$ cat src/rtl/hb_pkg.sv
package hb_pkg;
  localparam int unsigned SIDE_LO = 0;
  localparam int unsigned SIDE_HI = 1;
  localparam int unsigned N_SIDE  = 2;

  typedef logic [N_SIDE-1:0] side_vec_t;
endpackage

$ cat src/rtl/hb_release_seq.sv
// Counts cycles since the last release of the blocking condition.
module hb_release_seq #(
  parameter int unsigned REFRESH_CYC = 32,
  parameter int unsigned HOLD_CYC    = 128
) (
  input  logic clk_i,
  input  logic rst_ni,
  input  logic blk_i,
  output logic refresh_o,
  output logic hold_ok_o
);
  localparam int unsigned CW = $clog2(HOLD_CYC + 1);
  localparam logic [CW-1:0] REF_LIM  = CW'(REFRESH_CYC);
  localparam logic [CW-1:0] HOLD_LIM = CW'(HOLD_CYC);

  logic [CW-1:0] cnt_q;

  always_ff @(posedge clk_i or negedge rst_ni) begin
    if (!rst_ni) begin
      cnt_q <= '0;
    end else if (blk_i) begin
      cnt_q <= '0;
    end else if (cnt_q != HOLD_LIM) begin
      cnt_q <= cnt_q + 1'b1;
    end
  end

  assign refresh_o = ~blk_i & (cnt_q < REF_LIM);
  assign hold_ok_o = (cnt_q == HOLD_LIM);
endmodule

$ cat src/rtl/hb_req_arb.sv
// Truth-table arbitration of gate requests.
module hb_req_arb
  import hb_pkg::*;
(
  input  logic      lo_cmd_i,
  input  logic      hi_cmd_i,
  input  logic      blk_i,
  input  logic      boot_uv_i,
  input  logic      refresh_i,
  input  logic      hold_ok_i,
  output side_vec_t req_o
);
  always_comb begin
    req_o = '0;
    if (blk_i) begin
      req_o = '0;
    end else if (refresh_i) begin
      req_o[SIDE_LO] = 1'b1;
    end else begin
      req_o[SIDE_LO] = lo_cmd_i;
      req_o[SIDE_HI] = hi_cmd_i & ~lo_cmd_i & ~boot_uv_i & hold_ok_i;
    end
  end
endmodule

$ cat src/rtl/hb_gate_channel.sv
// One gate: immediate turn-off, turn-on gated by opposite-side idle time.
module hb_gate_channel #(
  parameter int unsigned DEAD_CYC = 16
) (
  input  logic clk_i,
  input  logic rst_ni,
  input  logic req_i,
  input  logic opp_i,
  output logic gate_o
);
  localparam int unsigned GW = $clog2(DEAD_CYC + 1);
  localparam logic [GW-1:0] SAT = GW'(DEAD_CYC - 1);

  logic [GW-1:0] gap_q;
  logic          gate_q;

  always_ff @(posedge clk_i or negedge rst_ni) begin
    if (!rst_ni) begin
      gap_q  <= SAT;
      gate_q <= 1'b0;
    end else begin
      if (opp_i)              gap_q <= '0;
      else if (gap_q != SAT)  gap_q <= gap_q + 1'b1;
      gate_q <= req_i & ~opp_i & (gate_q | (gap_q == SAT));
    end
  end

  assign gate_o = gate_q;
endmodule

$ cat src/rtl/hb_gate_ctrl.sv
module hb_gate_ctrl
  import hb_pkg::*;
#(
  parameter int unsigned DEAD_CYC    = 16,
  parameter int unsigned REFRESH_CYC = 32,
  parameter int unsigned HOLD_CYC    = 128
) (
  input  logic clk_i,
  input  logic rst_ni,
  input  logic lo_cmd_i,
  input  logic hi_cmd_i,
  input  logic disable_i,
  input  logic vdd_uv_i,
  input  logic boot_uv_i,
  output logic lo_gate_o,
  output logic hi_gate_o
);
  logic      blk;
  logic      refresh;
  logic      hold_ok;
  side_vec_t req;
  side_vec_t gate;

  assign blk = disable_i | vdd_uv_i;

  hb_release_seq #(
    .REFRESH_CYC(REFRESH_CYC),
    .HOLD_CYC   (HOLD_CYC)
  ) u_rel (
    .clk_i    (clk_i),
    .rst_ni   (rst_ni),
    .blk_i    (blk),
    .refresh_o(refresh),
    .hold_ok_o(hold_ok)
  );

  hb_req_arb u_arb (
    .lo_cmd_i (lo_cmd_i),
    .hi_cmd_i (hi_cmd_i),
    .blk_i    (blk),
    .boot_uv_i(boot_uv_i),
    .refresh_i(refresh),
    .hold_ok_i(hold_ok),
    .req_o    (req)
  );

  for (genvar s = 0; s < N_SIDE; s++) begin : g_side
    hb_gate_channel #(
      .DEAD_CYC(DEAD_CYC)
    ) u_ch (
      .clk_i (clk_i),
      .rst_ni(rst_ni),
      .req_i (req[s]),
      .opp_i (gate[N_SIDE-1-s]),
      .gate_o(gate[s])
    );
  end

  assign lo_gate_o = gate[SIDE_LO];
  assign hi_gate_o = gate[SIDE_HI];
endmodule

$ cat config.mk
export PLATFORM = sky130hd
export DESIGN_NAME = hb_gate_ctrl
export DESIGN_NICKNAME = d
export VERILOG_FILES = /design/src/rtl/hb_pkg.sv /design/src/rtl/hb_release_seq.sv /design/src/rtl/hb_req_arb.sv /design/src/rtl/hb_gate_channel.sv /design/src/rtl/hb_gate_ctrl.sv
export SDC_FILE = /design/constraint.sdc
export NUM_CORES = 1
export LEC_CHECK = 0
export ABC_AREA = 0
export BUFFER_PORTS_ARGS = -buffer_cell sky130_fd_sc_hd__buf_2
export CAP_MARGIN = 20
export CORE_MARGIN = 3
export CORE_UTILIZATION = 40
export CTS_CLUSTER_SIZE = 8
export DETAILED_ROUTE_END_ITERATION = 16
export SETUP_SLACK_MARGIN = 0.3
export SLEW_MARGIN = 20
export SYNTH_ARGS = -nofsm -noshare
export SYNTH_HDL_FRONTEND = slang
export SYNTH_SLANG_ARGS = --single-unit
$ cat constraint.sdc
create_clock -name clk_i -period 1.7 [get_ports clk_i]
set_clock_uncertainty 0.15 [all_clocks]
set_input_delay 0.34 -clock clk_i [delete_from_list [all_inputs] [get_ports clk_i]]
set_output_delay 0.34 -clock clk_i [all_outputs]
set_load 0.05 [all_outputs]
==> results of run 1 <==
sequential cells by signal, summed over array words and instances, names as in the netlist:
register	count
g_side.u_ch.gap_q	10
g_side.u_ch.gate_o	2
u_rel.cnt_q	8
report_power, final:
part	total, mW	internal (mW)	switching, mW
logic	0.250	0.142	0.107
clock network	0.216	0.0823	0.134
registers	0.584	0.544	0.0397
total	1.05	0.769	0.281
what timing repair did:
item	in CTS	in global routing
pin swaps	11	14
hold buffers	1	0
setup buffers	8	7
hold endpoints to repair	12	0
gates resized for setup	28	22
setup endpoints to repair	18	20
layout make-up:
| cell class | count | area (sq um) |
|---|---|---|
| Tap cell | 30 | 37.5 |
| Sequential cell | 20 | 517 |
| Multi-Input combinational cell | 77 | 666 |
| Clock buffer | 3 | 22.5 |
| Inverter | 5 | 18.8 |
| Timing Repair Buffer | 30 | 254 |
| Fill cell | 201 | 1010 |
cell families after synthesis:
group           count (synthesis)  synth area share [%]
simple gates                   47                  24.5
flops                          20                  47.7
compound gates                 14                  7.48
buf+inv                        10                  4.91
xor+xnor                        8                  6.54
fa+ha+maj                       6                  7.01
mux                             2                  1.87
worst register-to-register path: cells and delay by family, from the launching register on:
kind,cells,cell delay (ns)
DFF,1,0.57
and+or+nand+nor,3,0.62
AOI/OAI and AO/OA,1,0.09
adders and majority gates,2,0.28
cells in the final DEF, fill, tap and decap left out, types with 3 or more instances in the layout:
cell type  synthesis  layout
nor2_1            17      14
buf_4              2      14
dfstp_2            8       8
dfrtp_1           12       7
buf_6              1       7
ha_4               0       6
buf_2              0       6
a21oi_1            7       5
dfrtp_2            0       5
nor3_1             4       4
xor2_1             6       4
or3_1              4       4
nand3_1            5       4
inv_2              0       3
o21ai_0            3       3
a21oi_2            1       3
clkbuf_4           0       3
through the flow:
step,worst slack (ns),power (mW),util [%],instances
final,-0.0623,1.05,60.1,165
after global routing,-0.119,1.12,60.1,165
after CTS,-0.0239,1.02,53.9,158
after detailed placement,-0.0186,0.722,46.1,146
after global placement,0.0153,0.715,46.1,146
after floorplan,-0.0475,0.672,-,107
routing by layer:
layer | share of wire [%] | global-route usage, % | vias to the layer above
li1 | - | - | 422
met1 | 44 | 21.4 | 412
met2 | 49 | 23.4 | 21
met3 | 4.2 | 2.67 | 8
met4 | 3.1 | 7.95 | 0
met5 | 0 | 0 | -
final timing paths:
check                      cells after the start                      end                    start
min                                            3    g_side[1].u_ch.gate_o                 lo_cmd_i
max in group asynchronous                      2  g_side[1].u_ch.gap_q[3]                   rst_ni
max                                            6    g_side[1].u_ch.gate_o  g_side[1].u_ch.gap_q[0]
min in group asynchronous                      2    g_side[1].u_ch.gate_o                   rst_ni
min reg2reg                                    2  g_side[0].u_ch.gap_q[4]  g_side[0].u_ch.gap_q[4]
max reg2reg                                    6    g_side[1].u_ch.gate_o  g_side[1].u_ch.gap_q[0]
==> reports/results.txt, run 1 <==
Seq cells post-synth: 20
Core ar.: 2520 sq um
Placed instance area: 1160 sq um
Cell taking the most area after synthesis: dfrtp_1
Crit Path Class: flip-flop to flip-flop
Post-synth cell types: 30
Ports: 9
Power Dens Cells: 693 nW/um^2
Worst-path cell chain: ha_4 -> and3_4 -> ha_4 -> o21bai_1 -> nor4b_2 -> and3_1
Vias in the first global route: 836
Crit-path max cell delay: 0.57 ns
Startpoint Class: flip-flop
ANT nets after route: 0
Count leader, synth: nor2_1
Ant. Diodes: 0
NumNets Final: 150
Slew HR: 69.7%
Post-Synthesis Cells: 107
Failing checks: setup timing
RSZ-0062 raised after global routing: true
Clk slew on worst S/H paths: 0.11 ns
Pin count of the biggest net entering global routing: 21
EDFF count, synth: 0
Setup-failing EPs final: 2
Hold_ws: 0.190 ns
Post-synth top cells: nor2_1 (17), dfrtp_1 (12), dfstp_2 (8), a21oi_1 (7)
CTS tree: yes
Reg2reg setup slack: -0.06 ns
Initial Util: 42.5%
Hold Crit Class: input port to flip-flop
Setup TNS: -0.0773 ns
Outcome: finished with violations
Post-Layout Inst Area: 1520 sq um
WL per Instance: 14.8 um
Final period util: 104%
Max Cap Violations: 0
Sequential share of the synthesized area: 47.7%
H-tree levels: 1
Via Count: 863
Max Clk Rate: 567 MHz
CP top delay family: simple AND/OR/NAND/NOR gates
Worst-Margin Slew: 0.454 ns
Total CTS buffers: 3
Clk buf depth: 2
Crit path capture type: flip-flop
Root buffer cell: clkbuf_4
Initial antenna violation count: 0
Ys async rst share: 100%
Clock Latency Late Sink: 0.29 ns
Buf/Inv on CP: 0
Static leakage: 0.624 nW
Synth warnings: 0
Net Count, Synth: 120
Synth top area share: 28.0%
Final min period: 1.76 ns
Die width: 57.7 um
Ranking of synthesized cells by area: dfrtp_1 (28%), dfstp_2 (20%), ha_1 (7.0%)
Detailed Place HPWL: 1350 um
Die Height: 57.7 um
Clock Sinks: 20
Area grow syn2layout: 41.5%
Slew Limit Fails: 0
Final Hold Viols: 0
Total gr overflow: 0
GR Util All Layers: 15.5%
Buffers on Ports: 8
Required time worst endpoint: 1.78 ns
1st-iter DRT viols: 26
Post-Route WL: 2450 um
DIE AREA: 3330 sq um
Worst Path Arrival: 1.85 ns
Peak supply drop: 0.000583 V
Share of layout cells above drive strength 1: 51.9%
Initial DRT Pass Iterations: 4
First-pass GRT wire length: 3880 um
Post-synth top flop: dfrtp_1
DRC viols: 0
Global placement routability congestion: 0.776
Critical-path top delay cell: dfstp_2
Average cell area after synthesis: 10.0 sq um
Core Rows: 18
Worst Slack Setup Final: -0.0623 ns
Post-Synthesis Cell Area: 1070 sq um
CP Max Fanout: 2
Worst path most repeated cell: ha_4
Vias/cell: 5.23
No activity file was read; power rests on OpenSTA's default activity.
==> run 2: changes to the inputs <==
--- a/config.mk
+++ b/config.mk
@@ -6,7 +6,7 @@
 export NUM_CORES = 1
 export LEC_CHECK = 0
 export ABC_AREA = 0
-export BUFFER_PORTS_ARGS = -buffer_cell sky130_fd_sc_hd__buf_2
+export BUFFER_PORTS_ARGS = -buffer_cell sky130_fd_sc_hd__buf_4
 export CAP_MARGIN = 20
 export CORE_MARGIN = 3
 export CORE_UTILIZATION = 40
==> run 2 against run 1 <==
First-iteration DRC count decreased by 12%; via count increased by 1.2%; clock-buffer cell count unchanged; the flow still finishes with violations (setup timing).
==> reports/results.txt, run 2 (synthesized netlist as in run 1, its figures left out) <==
Outcome: finished with violations
Failing checks: setup timing
Worst-Margin Slew: 0.319 ns (-0.135 ns)
Root buffer cell: clkbuf_4
Initial Util: 42.5% (unchanged)
Ant. Diodes: 0 (unchanged)
Placed instance area: 1170 sq um (+1.1%)
Final Hold Viols: 0 (unchanged)
Post-Route WL: 2340 um (-4.6%)
Total CTS buffers: 3 (unchanged)
Core ar.: 2520 sq um (unchanged)
Area grow syn2layout: 39.4%
Most frequent cells in the layout: buf_4 (17), nor2_1 (15), dfstp_2 (8)
Initial antenna violation count: 0 (unchanged)
Buffers on Ports: 8 (unchanged)
Slew Limit Fails: 0 (unchanged)
Commonest non-fill, non-tap cell in the layout: buf_4
NumNets Final: 147 (-2.0%)
Post-Layout Inst Area: 1490 sq um (-1.5%)
Static leakage: 0.627 nW (+0.46%)
Max Clk Rate: 576 MHz (+1.6%)
First-pass GRT wire length: 3800 um (-2.3%)
Pwr Total: 1.01 mW (-3.4%)
Detailed Place HPWL: 1350 um (about the same)
Die Height: 57.7 um (unchanged)
Crit Path Class: flip-flop to flip-flop
Final min period: 1.73 ns (-0.0274 ns)
Worst-path cell chain: ha_4 -> and3_4 -> ha_4 -> o21bai_1 -> nor4b_2 -> and3_1
RSZ-0062 raised after global routing: true
Clock Sinks: 20 (unchanged)
Worst Slack Setup Final: -0.0349 ns (+0.0274 ns)
Clock Latency Late Sink: 0.29 ns (about the same)
H-tree levels: 1 (unchanged)
Startpoint Class: flip-flop
Vias/cell: 5.39 (+3.0%)
Hold_ws: 0.193 ns (+0.00303 ns)
Clock power frac: 21.6% (+1.0 points)
Power Dens Cells: 680 nW/um^2 (-2.0%)
Critical-path top delay cell: dfstp_2
Worst path most repeated cell: ha_4
Initial DRT Pass Iterations: 4 (unchanged)
Slew HR: 78.6% (+8.8 points)
Largest Register: g_side.u_ch.gap_q
Clk buf depth: 2 (unchanged)
DRC viols: 0 (unchanged)
Required time worst endpoint: 1.78 ns (about the same)
Crit-path max cell delay: 0.58 ns (about the same)
WL per Instance: 14.4 um (-2.8%)
Peak supply drop: 0.000526 V (-9.8%)
Comb pwr share: 20.6% (-3.2 points)
DIE AREA: 3330 sq um (unchanged)
GR Util All Layers: 14.8% (-0.75 points)
DP Worst Slack: 0.00606 ns (+0.0246 ns)
Hold Crit Class: input port to flip-flop
Setup-failing EPs final: 1 (-1)
Pint: 744 uW (-3.3%)
Vias in the first global route: 892 (+6.7%)
Sequential power share: 57.8% (+2.2 points)
Die width: 57.7 um (unchanged)
Switching Share: 26.7% (-0.095 points)
Max reg flops: 10 (unchanged)
Core Rows: 18 (unchanged)
Worst Path Arrival: 1.81 ns (-0.04 ns)
ANT nets after route: 0 (unchanged)
Crit path capture type: flip-flop
Max Cap Violations: 0 (unchanged)
Layout Utilization: 59.2% (-0.89 points)
NetSw: 271 uW (-3.8%)
CP Max Fanout: 2 (unchanged)
Global placement routability congestion: 0.775 (-0.13%)
Ports: 9 (unchanged)
Final period util: 102% (-1.6 points)
Total gr overflow: 0 (unchanged)
Via Count: 873 (+1.2%)
Clk slew on worst S/H paths: 0.11 ns (about the same)
1st-iter DRT viols: 23 (-12%)
Share of layout cells above drive strength 1: 51.5% (-0.34 points)
CTS tree: yes
Pin count of the biggest net entering global routing: 21 (unchanged)
==> run 2: power by group through the flow <==
stage                     Sequential (mW)  Combinational, mW  Clock, mW
after floorplan                     0.583             0.0890          0
after global placement              0.584              0.133          0
after detailed placement            0.587              0.141          0
after CTS                           0.574              0.191      0.230
after global routing                0.591              0.231      0.260
final                               0.587              0.209      0.219
==> run 2: final cells by class <==
class / instances / area [sq um]
Clock buffer: 3 / 22.5
Fill cell: 210 / 1030
Inverter: 5 / 21.3
Sequential cell: 20 / 518
Tap cell: 30 / 37.5
Multi-Input combinational cell: 77 / 647
Timing Repair Buffer: 27 / 246
==> run 2: metrics by stage <==
step                instances  setup TNS, ns
global route              162         -0.102
floorplan                 107        -0.0475
finish                    162        -0.0349
detailed placement        145              0
CTS                       159              0
global placement          145              0
==> run 2: final timing paths <==
kind                       slack [ns]               startpoint  cells after the start                       to
min                              0.19                 lo_cmd_i                      3    g_side[1].u_ch.gate_o
min reg2reg                      0.37  g_side[0].u_ch.gap_q[4]                      2  g_side[0].u_ch.gap_q[4]
max in group asynchronous        0.82                   rst_ni                      2  g_side[0].u_ch.gap_q[0]
max reg2reg                     -0.03  g_side[1].u_ch.gap_q[0]                      6    g_side[1].u_ch.gate_o
min in group asynchronous        0.31                   rst_ni                      2  g_side[1].u_ch.gap_q[4]
max                             -0.03  g_side[1].u_ch.gap_q[0]                      6    g_side[1].u_ch.gate_o
==> run 2: worst max-delay path, delay by kind of cell, from the launching register on <==
family                   cells  cell delay, ns
adder cells (fa/ha/maj)      2            0.27
AND/OR/NAND/NOR              3            0.60
AO/OA/AOI/OAI                1            0.07
flip-flops                   1            0.58
==> run 2: metal layers <==
metal	part of all wire (%)	up-vias	routed length, um	global-route usage, %
met4	2.0	0	47	8.61
met5	0	-	0	0
met1	42	424	980	17.4
met2	51	21	1200	24.5
met3	4.5	6	105	3.34
li1	-	422	-	-
==> run 2: what timing repair did <==
action	CTS	global route
endpoints found under the setup margin	18	20
gates resized for setup	21	26
endpoints found under the hold margin	12	0
buffers inserted	10	3
pin swaps	8	18
hold buffers	1	0
==> run 3: changes to the inputs <==
--- a/config.mk
+++ b/config.mk
@@ -8,10 +8,11 @@
 export ABC_AREA = 0
 export BUFFER_PORTS_ARGS = -buffer_cell sky130_fd_sc_hd__buf_4
 export CAP_MARGIN = 20
-export CORE_MARGIN = 3
-export CORE_UTILIZATION = 40
+export CORE_MARGIN = 2
+export CORE_UTILIZATION = 35
 export CTS_CLUSTER_SIZE = 8
 export DETAILED_ROUTE_END_ITERATION = 16
+export REMOVE_ABC_BUFFERS = 1
 export SETUP_SLACK_MARGIN = 0.3
 export SLEW_MARGIN = 20
 export SYNTH_ARGS = -nofsm -noshare
==> run 3 against run 2 <==
The flow now finishes without violations; clock-buffer cell count is the same; via count up 4.5%; critical path depth stayed put; worst setup slack better by 0.049 ns; global-route usage grew 1.2 points; die area rose by 5.5%; final cell count up 7.4%; final area grew 11%; critical endpoint unchanged.
==> reports/results.txt, run 3 (synthesized netlist as in run 1, its figures left out) <==
Outcome: completed
First-pass GRT wire length: 4220 um (+11%)
Clock power frac: 31.9% (+10 points)
Setup-failing EPs final: 0 (-1)
Max reg flops: 10 (unchanged)
Post-Route WL: 2640 um (+13%)
GR Util All Layers: 15.9% (+1.2 points)
Crit Path Class: flip-flop to flip-flop
Root buffer cell: clkbuf_4
Pint: 928 uW (+25%)
Worst Slack Setup Final: 0.0136 ns (+0.0485 ns)
Static leakage: 0.685 nW (+9.2%)
Sequential power share: 47.7% (-10 points)
Vias/cell: 5.24 (-2.7%)
Initial antenna violation count: 0 (unchanged)
Required time worst endpoint: 1.80 ns (+0.02 ns)
Share of layout cells above drive strength 1: 60.3% (+8.8 points)
Most frequent cells in the layout: buf_4 (25), nor2_1 (16), dfstp_2 (8)
Comb pwr share: 20.4% (-0.2 points)
Initial Util: 36.0% (-6.5 points)
Buffers on Ports: 8 (unchanged)
NetSw: 301 uW (+11%)
Commonest non-fill, non-tap cell in the layout: buf_4
DRC viols: 0 (unchanged)
Via Count: 912 (+4.5%)
Global placement routability congestion: 0.791 (+2.2%)
Pwr Total: 1.23 mW (+21%)
Slew HR: 80.8% (+2.2 points)
Slew Limit Fails: 0 (unchanged)
Largest Register: g_side.u_ch.gap_q
Vias in the first global route: 937 (+5.0%)
CP Max Fanout: 4 (+2)
Worst-Margin Slew: 0.286 ns (-0.0328 ns)
Pin count of the biggest net entering global routing: 21 (unchanged)
Clock Sinks: 20 (unchanged)
Switching Share: 24.5% (-2.2 points)
Area grow syn2layout: 54.6%
Final min period: 1.69 ns (-0.0485 ns)
Max Cap Violations: 0 (unchanged)
Total gr overflow: 0 (unchanged)
Die Height: 59.3 um (+2.7%)
Max Clk Rate: 593 MHz (+2.9%)
CTS tree: yes
Detailed Place HPWL: 1470 um (+8.9%)
H-tree levels: 1 (unchanged)
Worst Path Arrival: 1.79 ns (-0.02 ns)
Crit path capture type: flip-flop
Clk slew on worst S/H paths: 0.12 ns (about the same)
Startpoint Class: flip-flop
Total CTS buffers: 3 (unchanged)
Die width: 59.3 um (+2.7%)
Clk buf depth: 2 (unchanged)
Core ar.: 2980 sq um (+18%)
Core Rows: 20 (+2)
1st-iter DRT viols: 19 (-17%)
RSZ-0062 raised after global routing: true
Peak supply drop: 0.000573 V (+9.0%)
Final period util: 99.2% (-2.9 points)
Setup TNS: 0 ns (+0.0349 ns)
Power Dens Cells: 742 nW/um^2 (+9.2%)
Ant. Diodes: 0 (unchanged)
Clock Latency Late Sink: 0.30 ns (about the same)
Ports: 9 (unchanged)
Final Hold Viols: 0 (unchanged)
WL per Instance: 15.2 um (+5.3%)
Layout Utilization: 55.6% (-3.6 points)
Hold Crit Class: input port to flip-flop
ANT nets after route: 0 (unchanged)
NumNets Final: 155 (+5.4%)
Hold_ws: 0.180 ns (-0.0127 ns)
Initial DRT Pass Iterations: 4 (unchanged)
DIE AREA: 3520 sq um (+5.5%)
DP Worst Slack: -0.0647 ns (-0.0707 ns)
[run 3: power by group through the flow]
stage	Clock, mW	Combinational [mW]	Sequential (mW)
after detailed placement	0	0.165	0.581
after global placement	0	0.156	0.578
after CTS	0.404	0.206	0.581
after global routing	0.418	0.282	0.593
final	0.393	0.251	0.586
after floorplan	0	0.0842	0.583
[run 3: final timing paths]
check / slack, ns / start / to / cells past startpoint
min in group asynchronous: 0.28 / rst_ni / g_side[1].u_ch.gap_q[4] / 2
max in group asynchronous: 0.85 / rst_ni / g_side[1].u_ch.gap_q[1] / 2
min: 0.18 / boot_uv_i / g_side[1].u_ch.gate_o / 3
max: 0.01 / g_side[1].u_ch.gap_q[1] / g_side[1].u_ch.gate_o / 6
min reg2reg: 0.38 / g_side[0].u_ch.gap_q[4] / g_side[0].u_ch.gap_q[4] / 2
max reg2reg: 0.01 / g_side[1].u_ch.gap_q[1] / g_side[1].u_ch.gate_o / 6
[run 3: routing by layer]
layer  part of all wire, %  vias up  track usage, %
li1                      -      437               -
met1                    42      451            19.9
met2                    52       18            27.8
met3                   3.9        6            4.15
met4                   1.8        0            2.92
met5                     0        -               0
[run 3: worst max-delay path, stage by stage, from the launching register on]
cell and delay (ns):
dfstp_2 0.57, ha_4 0.13, and3_4 0.18, ha_4 0.15, o21bai_1 0.06, nor4b_1 0.21
and3_1 0.18
[run 3: area by class of cell]
class	count	area (sq um)
clock buffer	3	22.5
clock inverter	1	30.0
fill	262	1320
inverter	5	21.3
multi-input combinational	77	716
sequential	20	518
tap	33	41.3
timing repair buffer	35	307
[run 3: timing repair]
item                                    CTS  global route
pin swaps                                13            12
gates cloned                              0             0
hold endpoints to repair                 20             0
resized for setup                        29            29
buffers inserted                         11             7
hold buffers                              1             0
endpoints found under the setup margin   19            20
[run 3: through the flow]
step                      area (sq um)  instances
final                             1660        174
after global routing              1660        174
after CTS                         1460        167
after detailed placement          1200        151
after global placement            1200        151
after floorplan                   1040        102
